--- src/rtl/tapdec_pkg.sv ---
package tapdec_pkg;

   localparam int unsigned OPC_W = 4;

   localparam logic [OPC_W-1:0] OP_EXTEST   = 4'b0000;
   localparam logic [OPC_W-1:0] OP_SAMPLE   = 4'b0001;
   localparam logic [OPC_W-1:0] OP_IDCODE   = 4'b0010;
   localparam logic [OPC_W-1:0] OP_USERCODE = 4'b0011;
   localparam logic [OPC_W-1:0] OP_CLAMP    = 4'b0100;
   localparam logic [OPC_W-1:0] OP_HIGHZ    = 4'b0101;

   typedef enum logic [1:0] {
      PM_SYSTEM   = 2'b00,
      PM_BOUNDARY = 2'b01,
      PM_FLOAT    = 2'b10
   } pin_mode_e;

   typedef enum logic [1:0] {
      PATH_BYPASS   = 2'b00,
      PATH_IDENT    = 2'b01,
      PATH_BOUNDARY = 2'b10
   } dr_path_e;

   typedef struct packed {
      dr_path_e  path;
      pin_mode_e pins;
      logic      user_id;
   } insn_ctrl_t;

endpackage

--- src/rtl/tapdec_ir.sv ---
module tapdec_ir
   import tapdec_pkg::*;
#(
   parameter int unsigned IR_W         = 4,
   parameter int unsigned HAS_USERCODE = 1
) (
   input  logic       tck,
   input  logic       trst_n,
   input  logic       tlr,
   input  logic       capture_ir,
   input  logic       shift_ir,
   input  logic       update_ir,
   input  logic       tdi,
   output logic       ir_lsb,
   output insn_ctrl_t ctrl
);

   localparam logic [IR_W-1:0] RESET_OP    = IR_W'(OP_IDCODE);
   localparam logic [IR_W-1:0] CAPTURE_PAT = IR_W'(2'b01);
   localparam bit              USR_EN      = (HAS_USERCODE != 0);

   if (IR_W < OPC_W) begin : g_width_bad
      $error("tapdec_ir: IR_W must be at least %0d", OPC_W);
   end
   if (HAS_USERCODE > 1) begin : g_opt_bad
      $error("tapdec_ir: HAS_USERCODE must be 0 or 1");
   end

   logic [IR_W-1:0]  sr_q;
   logic [IR_W-1:0]  act_q;
   logic [OPC_W-1:0] lo_op;
   logic             hi_zero;

   always_ff @(posedge tck or negedge trst_n) begin
      if (!trst_n) begin
         sr_q  <= '0;
         act_q <= RESET_OP;
      end else begin
         if (capture_ir)
            sr_q <= CAPTURE_PAT;
         else if (shift_ir)
            sr_q <= {tdi, sr_q[IR_W-1:1]};
         if (tlr)
            act_q <= RESET_OP;
         else if (update_ir)
            act_q <= sr_q;
      end
   end

   assign ir_lsb = sr_q[0];
   assign lo_op  = act_q[OPC_W-1:0];

   // wider registers: any set upper bit makes the code unassigned
   if (IR_W > OPC_W) begin : g_wide
      assign hi_zero = ~|act_q[IR_W-1:OPC_W];
   end else begin : g_exact
      assign hi_zero = 1'b1;
   end

   always_comb begin
      ctrl.path    = PATH_BYPASS;
      ctrl.pins    = PM_SYSTEM;
      ctrl.user_id = 1'b0;
      if (hi_zero) begin
         case (lo_op)
            OP_EXTEST: begin
               ctrl.path = PATH_BOUNDARY;
               ctrl.pins = PM_BOUNDARY;
            end
            OP_SAMPLE:   ctrl.path = PATH_BOUNDARY;
            OP_IDCODE:   ctrl.path = PATH_IDENT;
            OP_USERCODE: begin
               if (USR_EN) begin
                  ctrl.path    = PATH_IDENT;
                  ctrl.user_id = 1'b1;
               end
            end
            OP_CLAMP:    ctrl.pins = PM_BOUNDARY;
            OP_HIGHZ:    ctrl.pins = PM_FLOAT;
            default:     ctrl.path = PATH_BYPASS;
         endcase
      end
   end


   ir_capture_pat_chk: assert property (@(posedge tck) disable iff (!trst_n)
      capture_ir |=> sr_q[1:0] == 2'b01);

   ir_update_chk: assert property (@(posedge tck) disable iff (!trst_n)
      (update_ir && !tlr) |=> act_q == $past(sr_q));

   ir_hold_chk: assert property (@(posedge tck) disable iff (!trst_n)
      (!update_ir && !tlr) |=> $stable(act_q));

   ir_tlr_chk: assert property (@(posedge tck) disable iff (!trst_n)
      tlr |=> act_q == RESET_OP);

endmodule

--- src/rtl/tapdec_idreg.sv ---
module tapdec_idreg #(
   parameter logic [3:0]  ID_VERSION = 4'h1,
   parameter logic [15:0] ID_PART    = 16'h0001,
   parameter logic [10:0] ID_MAKER   = 11'h001
) (
   input  logic        tck,
   input  logic        trst_n,
   input  logic        sel,
   input  logic        use_user,
   input  logic        capture_dr,
   input  logic        shift_dr,
   input  logic        tdi,
   input  logic [31:0] user_code,
   output logic        so
);

   localparam int unsigned   ID_W    = 32;
   localparam logic [ID_W-1:0] ID_WORD = {ID_VERSION, ID_PART, ID_MAKER, 1'b1};

   logic [ID_W-1:0] id_q;

   always_ff @(posedge tck or negedge trst_n) begin
      if (!trst_n)
         id_q <= ID_WORD;
      else if (sel && capture_dr)
         id_q <= use_user ? user_code : ID_WORD;
      else if (sel && shift_dr)
         id_q <= {tdi, id_q[ID_W-1:1]};
   end

   assign so = id_q[0];


   id_fixed_cap_chk: assert property (@(posedge tck) disable iff (!trst_n)
      (sel && capture_dr && !use_user) |=> id_q == ID_WORD);

   id_user_cap_chk: assert property (@(posedge tck) disable iff (!trst_n)
      (sel && capture_dr && use_user) |=> id_q == $past(user_code));

   id_shift_chk: assert property (@(posedge tck) disable iff (!trst_n)
      (sel && shift_dr && !capture_dr) |=> id_q[ID_W-1] == $past(tdi));

endmodule

--- src/rtl/tapdec_bypass.sv ---
module tapdec_bypass (
   input  logic tck,
   input  logic trst_n,
   input  logic sel,
   input  logic capture_dr,
   input  logic shift_dr,
   input  logic tdi,
   output logic so
);

   logic byp_q;

   always_ff @(posedge tck or negedge trst_n) begin
      if (!trst_n)
         byp_q <= 1'b0;
      else if (sel && capture_dr)
         byp_q <= 1'b0;
      else if (sel && shift_dr)
         byp_q <= tdi;
   end

   assign so = byp_q;


   byp_capture_chk: assert property (@(posedge tck) disable iff (!trst_n)
      (sel && capture_dr) |=> !so);

   byp_shift_chk: assert property (@(posedge tck) disable iff (!trst_n)
      (sel && shift_dr && !capture_dr) |=> so == $past(tdi));

   byp_hold_chk: assert property (@(posedge tck) disable iff (!trst_n)
      !(sel && (capture_dr || shift_dr)) |=> $stable(so));

endmodule

--- src/rtl/tapdec_top.sv ---
module tapdec_top
   import tapdec_pkg::*;
#(
   parameter int unsigned IR_W         = 4,
   parameter int unsigned HAS_USERCODE = 1,
   parameter logic [3:0]  ID_VERSION   = 4'h1,
   parameter logic [15:0] ID_PART      = 16'h0001,
   parameter logic [10:0] ID_MAKER     = 11'h001
) (
   input  logic        tck,
   input  logic        trst_n,
   input  logic        tlr,
   input  logic        capture_ir,
   input  logic        shift_ir,
   input  logic        update_ir,
   input  logic        capture_dr,
   input  logic        shift_dr,
   input  logic        tdi,
   input  logic        bsr_so,
   input  logic [31:0] user_code,
   output logic        tdo,
   output logic        tdo_oe,
   output logic        bsr_sel,
   output logic [1:0]  pin_mode
);

   insn_ctrl_t ctrl;
   logic       ir_lsb;
   logic       id_so;
   logic       byp_so;
   logic       dr_out;
   logic       tdo_q;
   logic       oe_q;

   tapdec_ir #(
      .IR_W         (IR_W),
      .HAS_USERCODE (HAS_USERCODE)
   ) u_ir (
      .tck        (tck),
      .trst_n     (trst_n),
      .tlr        (tlr),
      .capture_ir (capture_ir),
      .shift_ir   (shift_ir),
      .update_ir  (update_ir),
      .tdi        (tdi),
      .ir_lsb     (ir_lsb),
      .ctrl       (ctrl)
   );

   tapdec_idreg #(
      .ID_VERSION (ID_VERSION),
      .ID_PART    (ID_PART),
      .ID_MAKER   (ID_MAKER)
   ) u_id (
      .tck        (tck),
      .trst_n     (trst_n),
      .sel        (ctrl.path == PATH_IDENT),
      .use_user   (ctrl.user_id),
      .capture_dr (capture_dr),
      .shift_dr   (shift_dr),
      .tdi        (tdi),
      .user_code  (user_code),
      .so         (id_so)
   );

   tapdec_bypass u_byp (
      .tck        (tck),
      .trst_n     (trst_n),
      .sel        (ctrl.path == PATH_BYPASS),
      .capture_dr (capture_dr),
      .shift_dr   (shift_dr),
      .tdi        (tdi),
      .so         (byp_so)
   );

   always_comb begin
      case (ctrl.path)
         PATH_IDENT:    dr_out = id_so;
         PATH_BOUNDARY: dr_out = bsr_so;
         default:       dr_out = byp_so;
      endcase
   end

   always_ff @(negedge tck or negedge trst_n) begin
      if (!trst_n) begin
         tdo_q <= 1'b0;
         oe_q  <= 1'b0;
      end else begin
         oe_q  <= shift_ir | shift_dr;
         tdo_q <= shift_ir ? ir_lsb : dr_out;
      end
   end

   assign tdo      = tdo_q;
   assign tdo_oe   = oe_q;
   assign bsr_sel  = (ctrl.path == PATH_BOUNDARY);
   assign pin_mode = ctrl.pins;


   oe_on_chk: assert property (@(negedge tck) disable iff (!trst_n)
      (shift_ir || shift_dr) |=> tdo_oe);

   oe_off_chk: assert property (@(negedge tck) disable iff (!trst_n)
      !(shift_ir || shift_dr) |=> !tdo_oe);

   pin_code_chk: assert property (@(posedge tck) disable iff (!trst_n)
      pin_mode != 2'b11);

   float_excl_chk: assert property (@(posedge tck) disable iff (!trst_n)
      (pin_mode == 2'b10) |-> !bsr_sel);

endmodule

--- config.mk ---
export PLATFORM = sky130hd
export DESIGN_NAME = tapdec_top
export DESIGN_NICKNAME = d
export VERILOG_FILES = /design/src/rtl/tapdec_pkg.sv /design/src/rtl/tapdec_ir.sv /design/src/rtl/tapdec_idreg.sv /design/src/rtl/tapdec_bypass.sv /design/src/rtl/tapdec_top.sv
export SDC_FILE = /design/constraint.sdc
export NUM_CORES = 1
export LEC_CHECK = 0
export ABC_AREA = 1
export CELL_PAD_IN_SITES_DETAIL_PLACEMENT = 1
export CELL_PAD_IN_SITES_GLOBAL_PLACEMENT = 1
export CORE_UTILIZATION = 33
export DETAILED_ROUTE_END_ITERATION = 8
export GPL_ROUTABILITY_DRIVEN = 0
export HOLD_SLACK_MARGIN = 0.02
export PLACE_DENSITY = 0.75
export RECOVER_POWER = 50
export SLEW_MARGIN = 5
export SYNTH_ARGS = -nofsm -noshare
export SYNTH_HDL_FRONTEND = slang
export SYNTH_SLANG_ARGS = --single-unit
export TNS_END_PERCENT = 10
--- constraint.sdc ---
create_clock -name tck -period 1.13 [get_ports tck]
set_input_delay 0.1695 -clock tck [delete_from_list [all_inputs] [get_ports tck]]
set_output_delay 0.1695 -clock tck [all_outputs]
set_load 0.005 [all_outputs]
==> impl_metrics.yaml <==
clocking:
  cts_tree: "done"
  path_clk_slew_ps: 80
  cts_root_buf: "clkbuf_8"
  cts_max_level: 2
  clk_path_buf_depth: 2
  insertion_delay_ps: 300
  clock-sinks: 43
  cts_made_buffers: 5
layout:
  diodes: 0
  fillCellCount: 869
  fin_util: 0.4645
  drive_above_1_share: 0.1632
  layout.area.seq_um2: 1085
  final_common_cell: "nand2_1"
  fin_cells: 476
  multiInputGateArea_um2: 1037
  area_growth_pct: 35.83
  layout_common_cells: "159 x nand2_1, 37 x clkdlybuf4s50_1, 34 x dfrtp_1, 31 x nand4_1, 19 x buf_4"
  fin_nets: 421
sta:
  rsz0062_at_grt: "yes"
  layout_setup_ws_ps: -498.6
  relSlewSlack: 0.7470
  skew_ps: 4.992
  tightest_slew_ps: 379.5
  hold_slack_ps: 350.9
  final_max_slew_viol_count: 0
  finalSetupViolations: 38
  final_hold_viol_count: 0
route:
  drt_iter0_drc: 87
  via_count: 2279
  ant_nets: 0
  totalWireLength_um: 6323
  wl_per_cell_um: 13.28
  routed_via_density: 4.788
  drtPass1Iterations: 4
  drc: 0
floorplanning:
  fp-row-count: 30
  coreArea_um2: 6832
  die_w_um: 86.14
  initial_core_util: 0.3419
  dieArea_um2: 7419
  die_y_um: 86.14
  io_pins: 47
synthesis:
  yosysSeqAreaShare: 0.4633
  synth_top_cell_area_share: 0.3856
  ys_warn_count: 0
  yosysTopAreaCell: "dfrtp_1"
  synth_seq_cells: 43
  synthSimpleGateAreaFrac: 0.4071
  netlist-cell-type-count: 21
  syn_area_um2: 2336
  yosys-top-cells-area: "dfrtp_1 39%, nand2_1 26%, nand4_1 8.3%, dfstp_2 5.6%, inv_1 3.4%"
  yosys-mux-area-fraction: 0
  synth_fp_nets: 357
  synth_compound_area_frac: 0.02892
  synth_cells: 315
  syn_area_per_cell_um2: 7.416
  synth_fa_ha_area_frac: 0
  synth_top_family_by_area: "simple AND/OR/NAND/NOR gates"
  synth_xor_area_frac: 0
setup_path:
  crit_type: "reg2reg"
  endpoint_kind: "flip-flop"
  cp_num_buf_inv: 2
  cp-start-kind: "flip-flop"
  crit_required_ps: 720
  critical-path-top-delay-family: "flip-flops"
  worst_ep_arrival_time_ps: 1220
  reg2reg_slack_ps: -500
  path_cells: "buf_6, nor2_8, buf_4, nand3_1, nand3_1, nand2_1, nand2_1"
  max_stage_delay_ps: 390
  cp_slowest_cell: "dfrtp_2"
  crit_fanout: 3
grt:
  grt_pass1_vias: 2316
  grt_max_degree: 28
  track_usage: 0.1910
  antenna_found_initial: 0
  grt_pass1_wl_um: 11070
  grt_overflow: 0
power:
  ir_drop_uv: 480.1
  p_per_area_nw_per_um2: 1305
  p_leak_nw: 1.658
place:
  port-buffer-count: 46
  dp_hpwl_um: 4632
  dp.cells: 464
job:
  maxCapViolCount: 0
worst_hold_path:
  min_path_type: "in2reg"
status:
  status: "finished, violations left"
  violations: "negative setup slack"
==> logic make-up after synthesis <==
family                 count (synthesis)
AND/OR/NAND/NOR                      216
flip-flops                            43
buffers and inverters                 43
AO/OA/AOI/OAI                         13
==> layout make-up <==
type,instances,area share
flip-flops and latches,43,0.3419
clock inverters,1,0.001577
multi-input cells,229,0.3269
well taps,96,0.03785
inverters,23,0.02800
clock buffers,7,0.02405
repair buffers,77,0.2397
==> state kept, by name (all words and copies together), names as in the netlist <==
signal,flops
tdo_oe,1
tdo,1
u_id.id_q,32
u_byp.so,1
u_ir.act_q,4
u_ir.sr_q,4
==> metal layers <==
layer  vias up  wire [um]  track usage
li1       1128          -            -
met3        17        183      0.03176
met2        46       2966       0.3102
met5         -          0            0
met4         0        155      0.07424
met1      1088       3018       0.2544
==> cell usage after synthesis (all sizes together) <==
cell and instances:
inv 23, dfrtn 2, nand4 31, dfrtp 36, a21oi 4, nand3 14
buf 17, clkbuf 3, a21boi 1, or2 1, o21ai 8, dfstp 5
nor3 1, nor2 10, nand2 159
==> metrics by stage <==
| stage | worst slack (ps) | TNS (ps) | power [W] | area [um^2] |
|---|---|---|---|---|
| detailed placement | -482.7 | -15210 | 0.003204 | 3065 |
| finish | -498.6 | -14040 | 0.004141 | 3173 |
| floorplan | -470.7 | -2735 | 0.002680 | 2356 |
| global route | -554.2 | -17610 | 0.004443 | 3173 |
| CTS | -505.3 | -16580 | 0.004192 | 3159 |
| global placement | -467.4 | -13670 | 0.003149 | 3065 |
==> where the power goes <==
part	leakage (nW)	total (W)	internal (W)	switching, W
Combinational	1.07	0.00116	0.000554	0.000606
Sequential	0.548	0.00201	0.00185	0.000157
Clock	0.0422	0.000974	0.000435	0.000539
Total	1.66	0.00414	0.00284	0.00130
==> worst paths after layout <==
check / from / to / depth (start not counted)
worst max-delay path: u_ir.act_q[3]$_DFFE_PN0P_ / tdo$_DFF_NN0_ / 7
worst min-delay path: shift_dr / u_byp.so$_DFFE_PN0P_ / 3
worst max register to register: u_ir.act_q[3]$_DFFE_PN0P_ / tdo$_DFF_NN0_ / 7
worst min register to register: u_id.id_q[12]$_DFFE_PN1P_ / u_id.id_q[12]$_DFFE_PN1P_ / 2
max in group asynchronous: trst_n / tdo$_DFF_NN0_ / 2
min in group asynchronous: trst_n / u_byp.so$_DFFE_PN0P_ / 3
==> worst min-delay path, delay by kind of cell <==
family | cells | cell delay, ps
AOI/OAI and AO/OA | 2 | 180
buffers and inverters | 1 | 260
==> what timing repair did <==
action                                  4_1_cts  5_1_grt
gates resized for setup                      26        4
pin swaps                                     1        2
endpoints found under the setup margin       39       40
buffers inserted                              2        1
hold endpoints to repair                     10        0
hold buffers                                  1        0
Note: power is estimated with default switching activity, not from simulation.
